[src/rtl/btb_pkg.sv]
package btb_pkg;
  typedef enum logic [1:0] {
    ACT_NONE  = 2'd0,
    ACT_WRITE = 2'd1,
    ACT_CLEAR = 2'd2
  } btb_act_e;
endpackage

[src/rtl/btb_addr_split.sv]
module btb_addr_split #(
  parameter int PC_W  = 32,
  parameter int IDX_W = 4,
  parameter int OFS_W = 2,
  localparam int TAG_W = PC_W - IDX_W - OFS_W
) (
  input  logic [PC_W-1:0]  pc,
  output logic [IDX_W-1:0] idx,
  output logic [TAG_W-1:0] tag
);
  assign idx = pc[OFS_W +: IDX_W];
  assign tag = pc[PC_W-1 -: TAG_W];
endmodule

[src/rtl/btb_store.sv]
module btb_store #(
  parameter int PC_W  = 32,
  parameter int IDX_W = 4,
  parameter int OFS_W = 2,
  localparam int TAG_W   = PC_W - IDX_W - OFS_W,
  localparam int ENTRIES = 1 << IDX_W
) (
  input  logic                clk,
  input  logic                rst,
  // fetch read port
  input  logic [IDX_W-1:0]    rd_idx,
  output logic                rd_valid,
  output logic [TAG_W-1:0]    rd_tag,
  output logic [PC_W-1:0]     rd_tgt,
  // resolve probe port
  input  logic [IDX_W-1:0]    pr_idx,
  output logic                pr_valid,
  output logic [TAG_W-1:0]    pr_tag,
  // write port
  input  btb_pkg::btb_act_e   act,
  input  logic [IDX_W-1:0]    wr_idx,
  input  logic [TAG_W-1:0]    wr_tag,
  input  logic [PC_W-1:0]     wr_tgt
);
  logic [ENTRIES-1:0] vld_q;
  logic [TAG_W-1:0]   tag_q [ENTRIES];
  logic [PC_W-1:0]    tgt_q [ENTRIES];

  always_ff @(posedge clk) begin
    if (rst) begin
      vld_q <= '0;
    end else if (act == btb_pkg::ACT_WRITE) begin
      vld_q[wr_idx] <= 1'b1;
    end else if (act == btb_pkg::ACT_CLEAR) begin
      vld_q[wr_idx] <= 1'b0;
    end
  end

  always_ff @(posedge clk) begin
    if (act == btb_pkg::ACT_WRITE) begin
      tag_q[wr_idx] <= wr_tag;
      tgt_q[wr_idx] <= wr_tgt;
    end
  end

  assign rd_valid = vld_q[rd_idx];
  assign rd_tag   = tag_q[rd_idx];
  assign rd_tgt   = tgt_q[rd_idx];
  assign pr_valid = vld_q[pr_idx];
  assign pr_tag   = tag_q[pr_idx];
endmodule

[src/rtl/btb_resolve_ctl.sv]
module btb_resolve_ctl #(
  parameter int PC_W = 32
) (
  input  logic              res_valid,
  input  logic              res_taken,
  input  logic              res_hit,
  input  logic [PC_W-1:0]   res_target,
  input  logic              res_pred_taken,
  input  logic [PC_W-1:0]   res_pred_target,
  output btb_pkg::btb_act_e act,
  output logic              mispredict
);
  always_comb begin
    act = btb_pkg::ACT_NONE;
    if (res_valid) begin
      if (res_taken)    act = btb_pkg::ACT_WRITE;
      else if (res_hit) act = btb_pkg::ACT_CLEAR;
    end
  end

  logic dir_wrong, tgt_wrong;
  assign dir_wrong  = res_taken != res_pred_taken;
  assign tgt_wrong  = res_taken && res_pred_taken && (res_target != res_pred_target);
  assign mispredict = res_valid && (dir_wrong || tgt_wrong);
endmodule

[src/rtl/taken_target_buf.sv]
module taken_target_buf #(
  parameter int PC_W  = 32,
  parameter int IDX_W = 4,
  parameter int OFS_W = 2
) (
  input  logic            clk,
  input  logic            rst,
  input  logic            fetch_valid,
  input  logic [PC_W-1:0] fetch_pc,
  output logic            pred_taken,
  output logic [PC_W-1:0] next_pc,
  input  logic            res_valid,
  input  logic [PC_W-1:0] res_pc,
  input  logic            res_taken,
  input  logic [PC_W-1:0] res_target,
  input  logic            res_pred_taken,
  input  logic [PC_W-1:0] res_pred_target,
  output logic            mispredict
);
  localparam int TAG_W = PC_W - IDX_W - OFS_W;
  localparam logic [PC_W-1:0] STEP = PC_W'(1) << OFS_W;

  logic [IDX_W-1:0] f_idx, r_idx;
  logic [TAG_W-1:0] f_tag, r_tag, e_tag, p_tag;
  logic             e_vld, p_vld, r_hit;
  logic [PC_W-1:0]  e_tgt;
  btb_pkg::btb_act_e act;

  btb_addr_split #(.PC_W(PC_W), .IDX_W(IDX_W), .OFS_W(OFS_W)) u_fsplit (
    .pc(fetch_pc), .idx(f_idx), .tag(f_tag));
  btb_addr_split #(.PC_W(PC_W), .IDX_W(IDX_W), .OFS_W(OFS_W)) u_rsplit (
    .pc(res_pc), .idx(r_idx), .tag(r_tag));

  btb_store #(.PC_W(PC_W), .IDX_W(IDX_W), .OFS_W(OFS_W)) u_store (
    .clk(clk), .rst(rst),
    .rd_idx(f_idx), .rd_valid(e_vld), .rd_tag(e_tag), .rd_tgt(e_tgt),
    .pr_idx(r_idx), .pr_valid(p_vld), .pr_tag(p_tag),
    .act(act), .wr_idx(r_idx), .wr_tag(r_tag), .wr_tgt(res_target));

  assign r_hit = p_vld && (p_tag == r_tag);

  btb_resolve_ctl #(.PC_W(PC_W)) u_ctl (
    .res_valid(res_valid), .res_taken(res_taken), .res_hit(r_hit),
    .res_target(res_target), .res_pred_taken(res_pred_taken),
    .res_pred_target(res_pred_target), .act(act), .mispredict(mispredict));

  assign pred_taken = fetch_valid && e_vld && (e_tag == f_tag);
  assign next_pc    = pred_taken ? e_tgt : fetch_pc + STEP;
endmodule

[config.mk]
export PLATFORM = sky130hd
export DESIGN_NAME = taken_target_buf
export DESIGN_NICKNAME = d
export VERILOG_FILES = /design/src/rtl/btb_pkg.sv /design/src/rtl/btb_addr_split.sv /design/src/rtl/btb_store.sv /design/src/rtl/btb_resolve_ctl.sv /design/src/rtl/taken_target_buf.sv
export SDC_FILE = /design/constraint.sdc
export NUM_CORES = 1
export LEC_CHECK = 0
export BUFFER_PORTS_ARGS = -buffer_cell sky130_fd_sc_hd__buf_2
export CORE_MARGIN = 4
export CORE_UTILIZATION = 40
export CTS_CLUSTER_SIZE = 30
export DETAILED_ROUTE_END_ITERATION = 8
export GPL_ROUTABILITY_DRIVEN = 0
export GPL_TIMING_DRIVEN = 0
export MAX_ROUTING_LAYER = met4
export SETUP_SLACK_MARGIN = 0.5
export SYNTH_ARGS = -nofsm -noshare
export SYNTH_HDL_FRONTEND = slang
export SYNTH_SLANG_ARGS = --single-unit
[constraint.sdc]
create_clock -name clk -period 7.25 [get_ports clk]
set_input_delay 1.45 -clock clk [delete_from_list [all_inputs] [get_ports clk]]
set_output_delay 1.45 -clock clk [all_outputs]
set_load 0.01 [all_outputs]
# [Yosys cells after proc, flatten, opt, wreduce, memory -nomap -nowiden]
# Memories as Yosys holds them, arrays and structs flattened.
# Index checks and enable logic that the tools add are counted.
[totals] in_bits=134 out_inout_bits=34 mem_bits_rw=928 word_cells=39 ff_bits=16 n_memories=2
[memory_table] name="u_store.tgt_q" depth=16 word_bits=32 read_ports=1 rd_ports_with_merged_regs=0 wr=1 line_no="btb_store.sv:27" text="logic [PC_W-1:0] tgt_q [ENTRIES];"
[memory_table] name="u_store.tag_q" depth=16 word_bits=26 read_ports=2 rd_ports_with_merged_regs=0 wr=1 line_no="btb_store.sv:26" text="logic [TAG_W-1:0] tag_q [ENTRIES];"
[op_classes] addsub=1 eq_ne=6 magnitude_cmp=3 n_reduce_logical=9 bitwise_logic=3 n_mux=14
[ops] op="$eq A26 B26 Y1" n=2
[ops] op="$add A32 B3 Y32 const B" n=1
[ops] op="$mux W16" n=2
[ops] op="$mux W32" n=1
[ops] op="$ne A32 B32 Y1" n=1
[ops] op="$and A16 B16 Y16" n=1
[ops] op="$not A16 Y16" n=1
[ops] op="$or A16 B16 Y16" n=1
[ops] op="$lt A4 B5 Y1 const B" n=2
[ops] op="$bmux W1 S4" n=2
[ops] op="$logic_and A1 B1 Y1" n=7
[ops] op="$mux W2" n=3
[ops] op="$mux W1" n=5
[ops] op="$demux W1 S4" n=1
[ops] op="$ge A4 B1 Y1 const B" n=1
[ops] op="$eq A2 B1 Y1 const B" n=1
[ops] op="$eq A2 B2 Y1 const B" n=1
[ops] op="$reduce_bool A2 Y1" n=1
[ops] op="$logic_or A1 B1 Y1" n=1
[ops] op="$ne A1 B1 Y1" n=1

# [Longest topological paths before layout]
# Gate-level depths: netlist of the first run.
[depth] word_depth=9 mapped_depth=14 ltp_nobuf=8

# [Cells and area by module]
# Synthesis of the first run repeated with hierarchy kept, for this count alone.
[hier_totals] cells_unflattened=2074 hier_area_um2=41128.2
[modules_own_cells] module="btb_store" seq_area_each_um2=28187.0 area_per_inst_um2=38639.6 cells_each=1764 instances=1
[modules_own_cells] module="taken_target_buf" seq_area_each_um2=0.0 area_per_inst_um2=1652.8 cells_each=202 instances=1
[modules_own_cells] module="btb_addr_split" seq_area_each_um2=0.0 area_per_inst_um2=225.2 cells_each=30 instances=2
[modules_own_cells] module="btb_resolve_ctl" seq_area_each_um2=0.0 area_per_inst_um2=385.4 cells_each=48 instances=1

# [Worst setup path after synthesis of the first run]
# Ideal clock, no wire load.
[synth_timing] kind="input-to-output" startpoint="input fetch_pc[2]" endpoint="output next_pc[10]" t_arrival_ns=4.322 required_ns=5.800 setup_slack_ns=1.478 cell_stages=10 path_buffers=7 path_cell_list="buf_4 > buf_6 > buf_6 > buf_4 > buf_4 > buf_2 > buf_1 > mux4_2 > mux4_2 > mux2_4"
[synth_via] elab_chain_cells=5 elab_cells_between_ends=9 classes_between="add/sub (1); eq/ne (1); mux (3); reduce/logical (2); memory (2)"
[synth_lines] element="start, declared" line_no="taken_target_buf.sv:9" text="input logic [PC_W-1:0] fetch_pc,"
[synth_lines] element="branches (longest 4 deep; another with $add A32 B3 Y32)"
[synth_lines] element="$mux W32 *" line_no="taken_target_buf.sv:48" text="assign next_pc = pred_taken ? e_tgt : fetch_pc + STEP;"
[synth_lines] element="end, declared" line_no="taken_target_buf.sv:11" text="output logic [PC_W-1:0] next_pc,"
# Every way passes the cells marked *. The select of a mux whose other input is x is not followed.

# [Final worst setup path of the first run]
[layout_timing] startpoint="input fetch_pc[3]" endpoint="output next_pc[10]"
# The elaborated chain is that of the path after synthesis.

==> impl_metrics.py, run 1 <==
metrics = {
    "setup_path": {
        "cp-start-kind": "primary input",
        "rrSetupSlack_ps": 3490,
        "critPathCaptureType": "primary output",
        "cp_num_cells": 14,
        "cp_common_cell": "buf_8",
        "rr_startpoint": "u_store.tag_q[14][18]",
        "path_delay_family": "buffers and inverters",
        "slowest_delay_ps": 530,
        "crit_buf_inv": 7,
        "crit_chain": "clkbuf_4 > buf_8 > buf_8 > buf_12 > buf_8 > mux4_2 > o21ai_0 > xnor2_1 > nor4_1 > o2bb2a_2 > nand4b_4 > buf_8 > mux2_4 > buf_2",
        "crit_path_end": "next_pc[10]",
        "path_class": "in2out",
        "crit_slowest_cell": "mux4_2",
        "cp_max_fo": 10,
        "cp.required_ps": 5800,
        "crit_arrival_ps": 5320,
        "startpoint": "fetch_pc[3]",
        "r2r_cells": 8,
    },
    "clocking": {
        "clockBufferDepth": 3,
        "cts.sinks": 944,
        "root_buffer": "clkbuf_16",
        "cts-buffers-inserted": 100,
        "insertion_delay_ps": 690,
        "ctsHtreeMaxLevel": 3,
        "cts_tree": "built",
        "path_clk_slew_ps": 70,
    },
    "routing": {
        "route.detailed.drc": 0,
        "drt_iter0_drc": 3690,
        "vias": 25212,
        "wl_mm": 145,
        "routed_via_density": 6.35,
        "dr.pass1.iters": 8,
        "avgRoutedWirePerCell_um": 36.5,
        "antenna_left": 0,
    },
    "synthesis": {
        "yosysTopAreaCellShare_pct": 65.8,
        "synth_top_area_cell": "edfxtp_1",
        "syn_nets": 2335,
        "netlist_area_sq_um": 42400,
        "syn_inst": 2199,
        "ys_types": 70,
        "ys_ff_latch": 944,
        "synth_area_per_cell_sq_um": 19.3,
        "synth_area_leaders": "edfxtp_1, mux4_2, mux2i_1",
        "ys.flop_type": "edfxtp_1",
        "synth_edf_count": 928,
        "synth-seq-area-share_pct": 66.5,
        "synthArstFlopShare_pct": 0,
        "yosysWarnings": 0,
    },
    "sta": {
        "clock_skew_ps": 28.5,
        "setup_viol": 0,
        "fmax_mhz": 148,
        "tightest_slew_ps": 1230,
        "finalCritPeriodShare_pct": 93.4,
        "fin_crit_ps": 6770,
        "hold_viol_final": 0,
        "setup_slack_ps": 478,
        "rsz0062_at_grt": "false",
        "drv_slew": 0,
        "timing.slew.headroom_pct": 18.0,
    },
    "final_layout": {
        "drive_gt1_share_pct": 33.2,
        "final_common_cell": "edfxtp_1",
        "nets": 2622,
        "syn_to_final_growth_pct": 16.5,
        "nFillCells": 8799,
        "final_cell_mix": "edfxtp_1, mux4_2, buf_2",
    },
    "floorplan": {
        "core_region_area_sq_um": 105000,
        "die_w_um": 333,
        "die_h_um": 333,
        "start_util_pct": 40.2,
        "rows": 119,
        "pin_count": 168,
        "die_area_sq_um": 111000,
    },
    "power": {
        "cellPowerDensity_nw_per_um2": 247,
        "p_leak_nw": 16.3,
        "ir_drop_v": 0.000179,
        "fin_total_pwr_mw": 12.2,
    },
    "global_routing": {
        "grt_max_degree": 43,
        "antenna_found_initial": 23,
        "track_usage_pct": 26.4,
        "grt_first_pass_wirelength_mm": 200,
        "grt_overflow": 0,
        "grt_pass1_vias": 25215,
    },
    "placed_design": {
        "dp_hpwl_mm": 98.0,
        "preCtsSetupSlack_ps": -620,
        "portBuffers": 151,
    },
    "run_status": {
        "status": "completed",
    },
    "flow_run": {
        "cap_violations": 0,
    },
    "hold_path": {
        "worstHoldPathType": "reg2reg",
    },
}
## tightest hold or removal path: cells and delay by family (launching register included)
kind,cells,cell delay (ps)
flops,1,330
compound gates,2,120
## per-stage QoR
step                instance area, sq um  hold slack (ps)  cells  utilization (%)  TNS (ps)
finish                             49400              501   3972             46.9         0
global route                       49300              523   3970             46.9         0
CTS                                49200              490   3953             46.7         0
global placement                   44900              474   3741             42.6  -1574700
floorplan                          42400              449   2199                -         0
detailed placement                 45700              474   3774             43.4    -11450
## worst min-delay path by stage
stage / from / endpoint / slack [ps] / cells after the start
CTS: register / register / 490 / 2
global route: register / register / 520 / 2
detailed placement: register / register / 470 / 2
global placement: register / register / 470 / 2
floorplan: register / register / 450 / 2
finish: register / register / 500 / 2
## cells in the mapped netlist (all sizes together) (3+ instances only)
| master | number |
|---|---|
| a31oi | 9 |
| o22ai | 13 |
| nor2 | 59 |
| mux2 | 41 |
| o31ai | 5 |
| o2111ai | 5 |
| and4 | 5 |
| a221oi | 8 |
| nand4b | 3 |
| nor2b | 11 |
| a22o | 11 |
| a211oi | 3 |
| o211ai | 7 |
| a2111oi | 3 |
| dfxtp | 16 |
| nand3 | 21 |
| nand2 | 57 |
| a22oi | 30 |
| o32ai | 3 |
| a311oi | 11 |
| nand2b | 4 |
| a222oi | 3 |
| edfxtp | 928 |
| o21ai | 17 |
| a21oi | 28 |
| nand4 | 27 |
| and2 | 9 |
| nor4 | 11 |
| or4 | 3 |
| and3 | 9 |
| xor2 | 34 |
| o41ai | 8 |
| inv | 39 |
| or3 | 5 |
| buf | 98 |
| nor3 | 11 |
| xnor2 | 80 |
| clkbuf | 32 |
| mux4 | 327 |
| mux2i | 177 |
## timing repair
action,CTS,global route
hold buffers,0,0
endpoints found under the setup margin,33,33
pin swaps,2,5
setup buffers,1,0
gates resized for setup,118,28
## layout make-up
class / count / area, sq um / area share, %
Timing Repair Buffer: 185 / 1540 / 3.12
Clock buffer: 114 / 2550 / 5.18
Tap cell: 1391 / 1740 / 3.53
Buffer: 130 / 963 / 1.95
Multi-Input combinational cell: 1085 / 13500 / 27.4
Antenna cell: 19 / 47.5 / 0.0963
Inverter: 40 / 171 / 0.347
Sequential cell: 944 / 28200 / 57.1
Clock inverter: 64 / 624 / 1.27
## flip-flops by register name, indices dropped and copies added (netlist names), named ones only
register / cells
u_store.tag_q: 416
u_store.tgt_q: 512
## report_power, final
part / internal (mW) / leakage [nW] / total, mW / switching [mW]
combinational: 0.416 / 6.24 / 1.11 / 0.689
sequential: 6.06 / 8.49 / 6.08 / 0.0225
clock: 2.86 / 1.56 / 5.01 / 2.15
total: 9.33 / 16.3 / 12.2 / 2.87
## per-layer routing
metal / global-route usage [%] / routed length, um / up-vias
li1: - / - / 9855
met2: 39.5 / 66100 / 1788
met4: 11.1 / 7370 / 0
met5: - / 0 / -
met3: 7.44 / 17100 / 380
met1: 34.0 / 54600 / 13189
## kinds of logic (layout without fill, tap and decap cells)
kind of cell | count (synthesis) | after routing | share of synthesized area, %
DFF | 944 | 944 | 66.5
muxes | 545 | 545 | 22.9
and+or+nand+nor | 244 | 244 | 3.00
AOI/OAI and AO/OA | 180 | 180 | 3.09
buffers and inverters | 170 | 533 | 2.05
xor gates and xnor gates | 114 | 114 | 2.36
adders and majority gates | 2 | 2 | 0.0591
other | 0 | 19 | 0
Power figures use the tool's default switching activity.
==> inputs of run 2 (changes only) <==
Clock period 7.25 ns to 7.45 ns, I/O delays scaled along.
==> run 2 against run 1 <==
Routed wire length rose by 0.17%. Sequential power is 3% lower. Combinational power is 4% lower. Via count up 0.39%. Cell area fell by 0.22%. Largest cell class unchanged. Largest power group unchanged.
==> impl_metrics.py, run 2 (same netlist as run 1, synthesis figures left out) <==
metrics = {
    "final_layout": {
        "nFillCells": 8809,
        "final_cells": 3971,
        "syn_to_final_growth_pct": 16.2,
        "nets": 2622,
        "final_common_cell": "edfxtp_1",
        "utilization_pct": 46.8,
        "final_cell_mix": "edfxtp_1, mux4_2, buf_2",
        "reg_top3": "u_store.tgt_q (512), u_store.tag_q (416)",
        "largest_reg_flops": 512,
        "regMostFlops": "u_store.tgt_q",
        "drive_gt1_share_pct": 33.0,
    },
    "sta": {
        "timing.slew.headroom_pct": 12.4,
        "rsz0062_at_grt": "true",
        "drv_slew": 0,
        "setup_viol": 0,
        "clock_skew_ps": 33.6,
        "fin_crit_ps": 6970,
        "fmax_mhz": 143,
        "tightest_slew_ps": 1310,
        "hold_viol_final": 0,
        "finalCritPeriodShare_pct": 93.6,
    },
    "setup_path": {
        "crit_slowest_cell": "mux2i_2",
        "path_class": "in2out",
        "cp_max_fo": 10,
        "cp-start-kind": "primary input",
        "r2r_cells": 8,
        "critPathCaptureType": "primary output",
        "rrSetupSlack_ps": 3730,
        "rr_startpoint": "u_store.tag_q[4][18]",
        "path_delay_family": "buffers and inverters",
        "crit_buf_inv": 7,
        "crit_chain": "buf_4 > buf_6 > buf_4 > buf_4 > buf_4 > mux2i_2 > xor2_1 > nor3b_1 > nor4b_4 > nand4b_4 > buf_6 > mux2_4 > buf_2",
        "slowest_delay_ps": 580,
        "cp_common_cell": "buf_4",
        "crit_arrival_ps": 5480,
        "cp.required_ps": 5960,
    },
    "clocking": {
        "cts_hold_buf": 0,
        "cts-buffers-inserted": 100,
        "root_buffer": "clkbuf_16",
        "cts_tree": "built",
        "ctsHtreeMaxLevel": 3,
        "clockBufferDepth": 3,
        "path_clk_slew_ps": 60,
        "cts.sinks": 944,
        "insertion_delay_ps": 690,
    },
    "global_routing": {
        "grt_first_pass_wirelength_mm": 200,
        "grt_overflow": 0,
        "track_usage_pct": 26.4,
        "grt_max_degree": 43,
        "antenna_found_initial": 22,
        "grt_pass1_vias": 25204,
    },
    "floorplan": {
        "pin_count": 168,
        "core_region_area_sq_um": 105000,
        "die_h_um": 333,
        "die_area_sq_um": 111000,
        "rows": 119,
        "die_w_um": 333,
        "start_util_pct": 40.2,
    },
    "power": {
        "cellPowerDensity_nw_per_um2": 241,
        "ir_drop_v": 0.000177,
        "fin_total_pwr_mw": 11.9,
        "p_leak_nw": 16.3,
    },
    "placed_design": {
        "dp.cells": 3774,
        "portBuffers": 151,
        "dp_hpwl_mm": 98.0,
    },
    "routing": {
        "wl_mm": 145,
        "avgRoutedWirePerCell_um": 36.6,
        "drt_iter0_drc": 3751,
        "dr.pass1.iters": 6,
        "antenna_left": 0,
        "route.detailed.drc": 0,
        "routed_via_density": 6.37,
        "vias": 25311,
    },
    "hold_path": {
        "hold_depth": 2,
        "worstHoldPathType": "reg2reg",
    },
    "run_status": {
        "status": "completed",
    },
    "flow_run": {
        "cap_violations": 0,
    },
}
==> run 2: cell count changes in the layout (fill, tap and decap cells not counted), moves of 3 or more <==
cell and delta:
buf_12 -3, buf_2 +3, buf_6 +6, buf_8 -5, clkbuf_4 -4, mux2i_1 +3
==> run 2: cell type report <==
class | instances | area, sq um | share of cell area (%)
well taps | 1391 | 1740 | 3.53
flip-flops and latches | 944 | 28200 | 57.2
clock buffers | 114 | 2550 | 5.19
plain buffers | 130 | 892 | 1.81
repair buffers | 185 | 1540 | 3.12
inverters | 40 | 171 | 0.348
clock inverters | 64 | 624 | 1.27
multi-input cells | 1085 | 13500 | 27.4
diodes | 18 | 45.0 | 0.0915
==> run 2: worst max-delay path by stage <==
stage,from,endpoint,slack [ps],cells after the start
global placement,res_pc[4],u_store.tgt_q[6][21],-3250,6
CTS,fetch_pc[4],next_pc[19],440,11
floorplan,fetch_pc[2],next_pc[10],1600,10
detailed placement,fetch_pc[3],next_pc[19],-500,12
finish,fetch_pc[4],next_pc[10],480,13
global route,fetch_pc[3],next_pc[11],470,12
==> run 2: power breakdown <==
part           internal [mW]  switching (mW)  total, mW
clock network           2.78            2.10       4.88
logic                  0.400           0.669       1.07
registers               5.90          0.0219       5.92
total                   9.08            2.80       11.9
==> run 2: per-layer routing <==
metal / up-vias / share of wire (%) / global-route usage (%)
met2: 1776 / 46 / 39.8
met3: 378 / 11 / 7.45
met1: 13304 / 38 / 33.9
li1: 9853 / - / -
met5: - / 0 / -
met4: 0 / 5.0 / 10.8
==> run 2: timing repair <==
item | CTS | global route
setup buffers | 0 | 1
pin swaps | 2 | 2
gates resized for setup | 99 | 22
endpoints found under the setup margin | 33 | 32
gates cloned | 0 | 0
==> run 2: per-stage QoR <==
stage	TNS [ps]	setup WS, ps	cell area, sq um	hold WS (ps)
6_report	0	478	49200	503
3_3_place_gp	-1495320	-3250	44900	474
5_1_grt	0	470	49200	523
4_1_cts	0	436	49200	490
3_5_place_dp	-7560	-500	45700	474
2_1_floorplan	0	1600	42400	449
==> run 2: worst min-delay path, stage by stage (launching register included) <==
cell	delay [ps]
dfxtp_1	320
o41ai_1	60
a21oi_1	60
